**config.mk**
```make
export PLATFORM = sky130hd
export DESIGN_NAME = rule_update_parser
export DESIGN_NICKNAME = d
export VERILOG_FILES = /design/src/rtl/rup_pkg.sv /design/src/rtl/rup_delay.sv /design/src/rtl/rup_parser.sv /design/src/rtl/rup_rules.sv /design/src/rtl/rule_update_parser.sv
export SDC_FILE = /design/constraint.sdc
export NUM_CORES = 2
export LEC_CHECK = 0
export ABC_AREA = 1
export BUFFER_PORTS_ARGS = -buffer_cell sky130_fd_sc_hd__clkbuf_2
export CAP_MARGIN = 40
export CORE_UTILIZATION = 54
export DETAILED_ROUTE_END_ITERATION = 8
export GPL_TIMING_DRIVEN = 0
export PLACE_DENSITY = 0.75
export SLEW_MARGIN = 10
export SYNTH_ARGS = -nofsm -noshare
export SYNTH_HDL_FRONTEND = slang
export SYNTH_SLANG_ARGS = --single-unit
```
**constraint.sdc**
```tcl
create_clock -name clk -period 2.55 [get_ports clk]
set_input_delay 0.255 -clock clk [delete_from_list [all_inputs] [get_ports clk]]
set_output_delay 0.255 -clock clk [all_outputs]
set_load 0.01 [all_outputs]
```
**src/rtl/rup_pkg.sv**
```systemverilog
package rup_pkg;
  localparam int WORD_W = 32;
  localparam int IMG_W = 104;
  localparam int GROUP_WORDS = 8;

  typedef struct packed {
    logic              valid;
    logic              sof;
    logic              sod;
    logic              eof;
    logic [WORD_W-1:0] data;
  } beat_t;

  typedef enum logic [1:0] {PS_IDLE, PS_SKIP, PS_PAY} pstate_e;
endpackage

```
**src/rtl/rup_delay.sv**
```systemverilog
module rup_delay
  import rup_pkg::*;
#(
  parameter int DEPTH = 6
) (
  input  logic  clk,
  input  logic  rst,
  input  beat_t in_b,
  input  logic  drop,
  input  logic  kill,
  output beat_t out_b
);
  beat_t stg [DEPTH];

  always_ff @(posedge clk) begin
    if (rst) begin
      stg[0] <= '0;
    end else begin
      stg[0]       <= in_b;
      stg[0].valid <= in_b.valid & ~drop;
    end
  end

  for (genvar i = 1; i < DEPTH; i++) begin : g_stage
    always_ff @(posedge clk) begin
      if (rst) begin
        stg[i] <= '0;
      end else begin
        stg[i]       <= stg[i-1];
        stg[i].valid <= stg[i-1].valid & ~kill;
      end
    end
  end

  assign out_b = stg[DEPTH-1];

  // once a control datagram is recognised, its header words leave no trace
  a_r2_kill_clears: assert property (@(posedge clk) disable iff (rst)
    kill |=> !out_b.valid);
endmodule

```
**src/rtl/rup_parser.sv**
```systemverilog
module rup_parser
  import rup_pkg::*;
#(
  parameter int          NUM_ENTRIES  = 2,
  parameter logic [31:0] CTL_SRC_IP   = 32'hC0A8_1E0D,
  parameter logic [15:0] CTL_DST_PORT = 16'h0320,
  parameter int          HDR_WORDS    = 5,
  parameter int          SRC_WORD     = 3,
  localparam int         N_W          = $clog2(NUM_ENTRIES + 1)
) (
  input  logic  clk,
  input  logic  rst,
  input  beat_t in_b,
  output logic  ctl_hit,
  output logic  drop,
  output logic [NUM_ENTRIES-1:0][1:0][IMG_W-1:0] shadow,
  output logic  commit_req,
  output logic [N_W-1:0] n_commit
);
  localparam int SH_WORDS = GROUP_WORDS * NUM_ENTRIES;
  localparam int P_W = $clog2(SH_WORDS + 2);
  localparam int H_W = $clog2(HDR_WORDS + 2);
  localparam int E_W = (NUM_ENTRIES > 1) ? $clog2(NUM_ENTRIES) : 1;

  pstate_e        st;
  logic [H_W-1:0] hdr_idx;
  logic           in_frame, src_ok;
  logic [P_W-1:0] p, need, k;
  logic [N_W-1:0] n_reg, n_now;
  logic [E_W-1:0] wr_e;
  logic           hdr_ok, done_ok;

  always_comb begin
    if (p == '0)
      n_now = (in_b.data >= 32'(NUM_ENTRIES)) ? N_W'(NUM_ENTRIES) : N_W'(in_b.data);
    else
      n_now = n_reg;
    need    = P_W'({n_now, 3'b000});
    hdr_ok  = in_frame && !in_b.sof && (hdr_idx == H_W'(HDR_WORDS));
    ctl_hit = in_b.valid && in_b.sod && hdr_ok && src_ok &&
              (in_b.data[15:0] == CTL_DST_PORT);
    drop    = ctl_hit || (in_b.valid && st != PS_IDLE);
    done_ok = in_b.valid && in_b.eof && st == PS_PAY && n_now != '0 && p >= need;
    k       = p - 1'b1;
    wr_e    = E_W'(k >> 3);
  end

  always_ff @(posedge clk) begin
    if (rst) begin
      st <= PS_IDLE;
      hdr_idx <= '0;
      in_frame <= 1'b0;
      src_ok <= 1'b0;
      p <= '0;
      n_reg <= '0;
      shadow <= '0;
      commit_req <= 1'b0;
      n_commit <= '0;
    end else begin
      commit_req <= done_ok;
      if (done_ok) n_commit <= n_now;
      if (in_b.valid) begin
        if (in_b.sof) begin
          in_frame <= 1'b1;
          hdr_idx  <= H_W'(1);
          src_ok   <= 1'b0;
        end else if (in_frame) begin
          if (hdr_idx <= H_W'(HDR_WORDS)) hdr_idx <= hdr_idx + 1'b1;
          if (hdr_idx == H_W'(SRC_WORD)) src_ok <= (in_b.data == CTL_SRC_IP);
        end
        if (in_b.eof) in_frame <= 1'b0;
        unique case (st)
          PS_IDLE: if (ctl_hit && !in_b.eof) st <= PS_SKIP;
          PS_SKIP: begin
            p  <= '0;
            st <= in_b.eof ? PS_IDLE : PS_PAY;
          end
          PS_PAY: begin
            if (p == '0) n_reg <= n_now;
            if (p != '0 && p <= P_W'(SH_WORDS)) begin
              unique case (k[1:0])
                2'd0: shadow[wr_e][k[2]][103:72] <= in_b.data;
                2'd1: shadow[wr_e][k[2]][71:40]  <= in_b.data;
                2'd2: shadow[wr_e][k[2]][39:8]   <= in_b.data;
                default: shadow[wr_e][k[2]][7:0] <= in_b.data[31:24];
              endcase
            end
            if (p <= P_W'(SH_WORDS)) p <= p + 1'b1;
            if (in_b.eof) st <= PS_IDLE;
          end
          default: st <= PS_IDLE;
        endcase
      end
    end
  end

  // a commit request always follows an end-strobe word
  a_r9_req_after_eof: assert property (@(posedge clk) disable iff (rst)
    commit_req |-> $past(in_b.valid && in_b.eof));
  // a zero count never requests a commit
  a_r7_req_nonzero: assert property (@(posedge clk) disable iff (rst)
    commit_req |-> (n_commit != '0));
endmodule

```
**src/rtl/rup_rules.sv**
```systemverilog
module rup_rules
  import rup_pkg::*;
#(
  parameter int  NUM_ENTRIES = 2,
  localparam int N_W = $clog2(NUM_ENTRIES + 1)
) (
  input  logic clk,
  input  logic rst,
  input  logic [NUM_ENTRIES-1:0][1:0][IMG_W-1:0] shadow,
  input  logic commit_req,
  input  logic [N_W-1:0] n_commit,
  output logic [NUM_ENTRIES*IMG_W-1:0] rule_value,
  output logic [NUM_ENTRIES*IMG_W-1:0] rule_mask,
  output logic commit_pulse
);
  always_ff @(posedge clk) begin
    if (rst) begin
      rule_value   <= '0;
      rule_mask    <= '0;
      commit_pulse <= 1'b0;
    end else begin
      commit_pulse <= commit_req;
      for (int e = 0; e < NUM_ENTRIES; e++) begin
        if (commit_req && n_commit > N_W'(e)) begin
          rule_value[e*IMG_W +: IMG_W] <= shadow[e][0];
          rule_mask[e*IMG_W +: IMG_W]  <= shadow[e][1];
        end
      end
    end
  end

  // live rules move only in the cycle after a commit request
  a_r6_rules_hold: assert property (@(posedge clk) disable iff (rst)
    !$past(commit_req) |-> ($stable(rule_value) && $stable(rule_mask)));
  // the pulse lasts a single cycle
  a_r9_pulse_single: assert property (@(posedge clk) disable iff (rst)
    commit_pulse |=> !commit_pulse);
endmodule

```
**src/rtl/rule_update_parser.sv**
```systemverilog
module rule_update_parser
  import rup_pkg::*;
#(
  parameter int          NUM_ENTRIES  = 2,
  parameter logic [31:0] CTL_SRC_IP   = 32'hC0A8_1E0D,
  parameter logic [15:0] CTL_DST_PORT = 16'h0320,
  parameter int          HDR_WORDS    = 5,
  parameter int          SRC_WORD     = 3
) (
  input  logic                         clk,
  input  logic                         rst,
  input  logic                         in_valid,
  input  logic                         in_sof,
  input  logic                         in_sod,
  input  logic                         in_eof,
  input  logic [31:0]                  in_data,
  output logic                         out_valid,
  output logic                         out_sof,
  output logic                         out_sod,
  output logic                         out_eof,
  output logic [31:0]                  out_data,
  output logic [NUM_ENTRIES*104-1:0]   rule_value,
  output logic [NUM_ENTRIES*104-1:0]   rule_mask,
  output logic                         commit_pulse
);
  localparam int DEPTH = HDR_WORDS + 1;
  localparam int N_W = $clog2(NUM_ENTRIES + 1);

  beat_t in_b, out_b;
  logic ctl_hit, drop, commit_req;
  logic [N_W-1:0] n_commit;
  logic [NUM_ENTRIES-1:0][1:0][IMG_W-1:0] shadow;

  assign in_b = '{valid: in_valid, sof: in_sof & in_valid, sod: in_sod & in_valid,
                  eof: in_eof & in_valid, data: in_data};

  rup_parser #(
    .NUM_ENTRIES(NUM_ENTRIES), .CTL_SRC_IP(CTL_SRC_IP), .CTL_DST_PORT(CTL_DST_PORT),
    .HDR_WORDS(HDR_WORDS), .SRC_WORD(SRC_WORD)
  ) u_parser (
    .clk(clk), .rst(rst), .in_b(in_b), .ctl_hit(ctl_hit), .drop(drop),
    .shadow(shadow), .commit_req(commit_req), .n_commit(n_commit)
  );

  rup_delay #(.DEPTH(DEPTH)) u_delay (
    .clk(clk), .rst(rst), .in_b(in_b), .drop(drop), .kill(ctl_hit), .out_b(out_b)
  );

  rup_rules #(.NUM_ENTRIES(NUM_ENTRIES)) u_rules (
    .clk(clk), .rst(rst), .shadow(shadow), .commit_req(commit_req),
    .n_commit(n_commit), .rule_value(rule_value), .rule_mask(rule_mask),
    .commit_pulse(commit_pulse)
  );

  assign out_valid = out_b.valid;
  assign out_sof   = out_b.sof;
  assign out_sod   = out_b.sod;
  assign out_eof   = out_b.eof;
  assign out_data  = out_b.data;
endmodule

```
==> summary.txt <==
Run status
  – Outcome: completed

Job
  – Max-cap violations: 0

Synthesis
  – Commonest cells in the netlist: nor2_1, dfxtp_1, nand2_1
  – Post-synthesis sequential area ratio: 55.4%
  – Cells after synthesis: 4705
  – Average instance area after synthesis: 8.19 sq um
  – Area leader, netlist: dfxtp_1
  – Ys flop type: dfxtp_1
  – Yosys reg bits: about 1100
  – Most numerous cell in the Yosys netlist: nor2_1
  – Cell variety after synth: 40
  – Synth Cell Area: a little under 40000 sq um
  – Synth top area share: 55.4%
  – Top post-synthesis cells by area: dfxtp_1, nor2_1, o211ai_1
  – Syn Nets: ~4800
  – Share of synthesized registers carrying an async set or reset: 0%
  – Ys Warns: 0
  – Number of synthesized flops with an enable pin: 0

Floorplanning
  – Initial core utilization: 54.8%
  – Core footprint: 70300 sq um
  – Full die area: 72400 sq um
  – Die Span Y: 269 um
  – Chip width: 269 um
  – IO Count: 491
  – Cell Rows: 97

Setup path
  – Crit path required time: 3140 ps
  – Arrival time worst endpoint: 3050 ps
  – Setup crit end kind: flip-flop
  – Worst R2R Path Depth: 12
  – Flop2flop setup slack: 80 ps
  – Worst r2r src: u_parser.p[1]
  – CP Max Fanout: 10
  – Worst Setup Start Kind: flip-flop
  – Critical path class: flip-flop to flip-flop

Placement
  – IO Port Bufs: 488
  – Post-DP Area: 42200 sq um
  – Post-Place Worst Slack: -389 ps
  – Final HPWL DP: 88.7 mm
  – Placer Congestion: 0.936

Power
  – Static leakage: between 15 and 20 nW
  – Tot Pwr: 0.0333 W
  – Switching share of power: 21.9%
  – Internal power: between 0.02 and 0.03 W
  – Psw: 0.00732 W
  – Maximum vdd drop: between 400 and 500 uV
  – Sequential share of power: 50.3%
  – Clock power share: 47.1%
  – Logic pwr share: 2.6%
  – PwrDens: 727 nW/um^2

GRT
  – Gr usage total: 33.1%
  – GR Overflow Total: 0
  – Vias in the first global route: 31682
  – First-pass GRT wire length: ~190 mm
  – Pin count of the biggest net entering global routing: 16
  – Initial antenna violation count: 6

Finish
  – Layout area overhead: 19.0%
  – Fin util: 65.3%
  – Design area: 45900 sq um
  – Nets: 5353
  – Ratio of cells with drive above 1 in the final layout: about 17%

CTS
  – Num CTS Buffers: 102
  – Clock Latency Late Sink: between 600 and 700 ps
  – CTS tree: yes
  – Setup bufs post-CTS: 0
  – H-Tree Depth: 3
  – Clk root buf: clkbuf_16
  – Max Root-Sink Buffers: 3
  – CTS clk-pin slew, worst paths: 60 ps
  – TritonCTS Sinks: 1066

Timing
  – Final Hold Viols: 0
  – Slew @ Worst Pin: between 900 and 1000 ps
  – Fmax achieved: about 410 MHz
  – Post-layout min period: 2470 ps
  – Worst rel slew slack: 38.2%
  – Final worst setup slack: 84.7 ps
  – Fin. max-slew vios: 0
  – Skew final: around 22 ps
  – Final setup viols: 0
  – Tcrit/Tclk final: between 90% and 100%

Drt
  – ANT nets after route: 0
  – Pre-antenna DRT Iters: 6
  – Via count: approximately 35000
  – DR WL met3: 11.8 mm
  – First-iteration detailed-routing DRC count: between 3000 and 4000
  – Wire per inst: approximately 20 um
  – DRC viols: 0
  – DR WL met2: 54.3 mm
  – Drt total wl: between 100 and 150 mm
  – DR vias/cell: between 5 and 6
  – Max Used Layer: met4
  – Wl on met1: 52.0 mm

Worst hold path
  – Worst Hold End: u_parser.st[1]
  – WHS Path Cells: 3
  – Worst hold start: in_valid
  – Hold WC Path Type: input pin to flip-flop
cell families (layout without fill, tap and decap cells):
family          after synthesis  in the layout  share of synthesized area [%]
buf+inv                     642           1330                           7.72
flops                      1066           1066                           55.4
xor+xnor                      1              1                         0.0227
fa+ha+maj                    11             11                          0.357
simple gates               1739           1739                           17.4
other cells                   0             10                              0
compound gates             1246           1246                           19.1
placed cells by master, fill, tap and decap left out, types with 65 or more instances in the layout:
cell type / n
nor2_1: 1100
dfxtp_1: 1064
nand2_1: 570
clkbuf_2: 524
o21ai_0: 436
a21oi_1: 388
o211ai_1: 378
inv_1: 248
clkbuf_1: 198
clkbuf_16: 105
buf_2: 65
power by group through the flow:
stage	combinational [W]	clock, W	sequential, W
2_1_floorplan	0.000424	0	0.0171
4_1_cts	0.000834	0.0158	0.0168
5_1_grt	0.000907	0.0165	0.0168
6_report	0.000870	0.0157	0.0168
3_3_place_gp	0.000811	0	0.0171
3_5_place_dp	0.000816	0	0.0171
cell type report:
cell class,count,area (sq um)
Antenna cell,10,25.0
Buffer,383,2090
Clock buffer,150,3050
Clock inverter,43,469
Fill cell,5969,24400
Inverter,259,972
Multi-Input combinational cell,2997,14200
Sequential cell,1066,21300
Tap cell,940,1180
Timing Repair Buffer,495,2520
metal layers:
| metal | vias to the layer above | GRT usage (%) |
|---|---|---|
| li1 | 16666 | - |
| met1 | 16261 | 44.3 |
| met2 | 1643 | 50.6 |
| met3 | 319 | 6.85 |
| met4 | 0 | 16.5 |
| met5 | - | 0 |
worst max path at each step:
| stage | from | end | cells after the start |
|---|---|---|---|
| floorplan | u_parser.p[0] | u_parser.n_commit[0] | 17 |
| global placement | u_parser.p[0] | flip-flop | 12 |
| detailed placement | u_parser.p[0] | flip-flop | 12 |
| CTS | u_parser.p[0] | flip-flop | 13 |
| global route | u_parser.p[1] | flip-flop | 13 |
| finish | u_parser.p[1] | flip-flop | 12 |
critical path, cell delays in order (launching register included):
cell	delay, ps
dfxtp_4	380
inv_1	100
ha_1	210
nand3_1	110
inv_1	60
ha_1	270
nand3_2	140
nor2_4	60
nand3_1	90
buf_4	350
clkbuf_2	360
nand2_1	100
a21oi_1	150
timing repair:
action	CTS	global route
gates resized for setup	39	27
hold endpoints to repair	5	0
cloned	0	0
setup endpoints to repair	321	456
hold buffers	6	0
per-stage QoR:
step                      TNS, ps  instances  hold slack, ps
final                           0       6343            49.8
after global routing        -6.77       6338            49.9
after CTS                       0       6333            11.9
after detailed placement   -48170       6134             392
after global placement     -44430       6133             390
after floorplan                 0       4705             377
No activity file was read; power rests on OpenSTA's default activity.
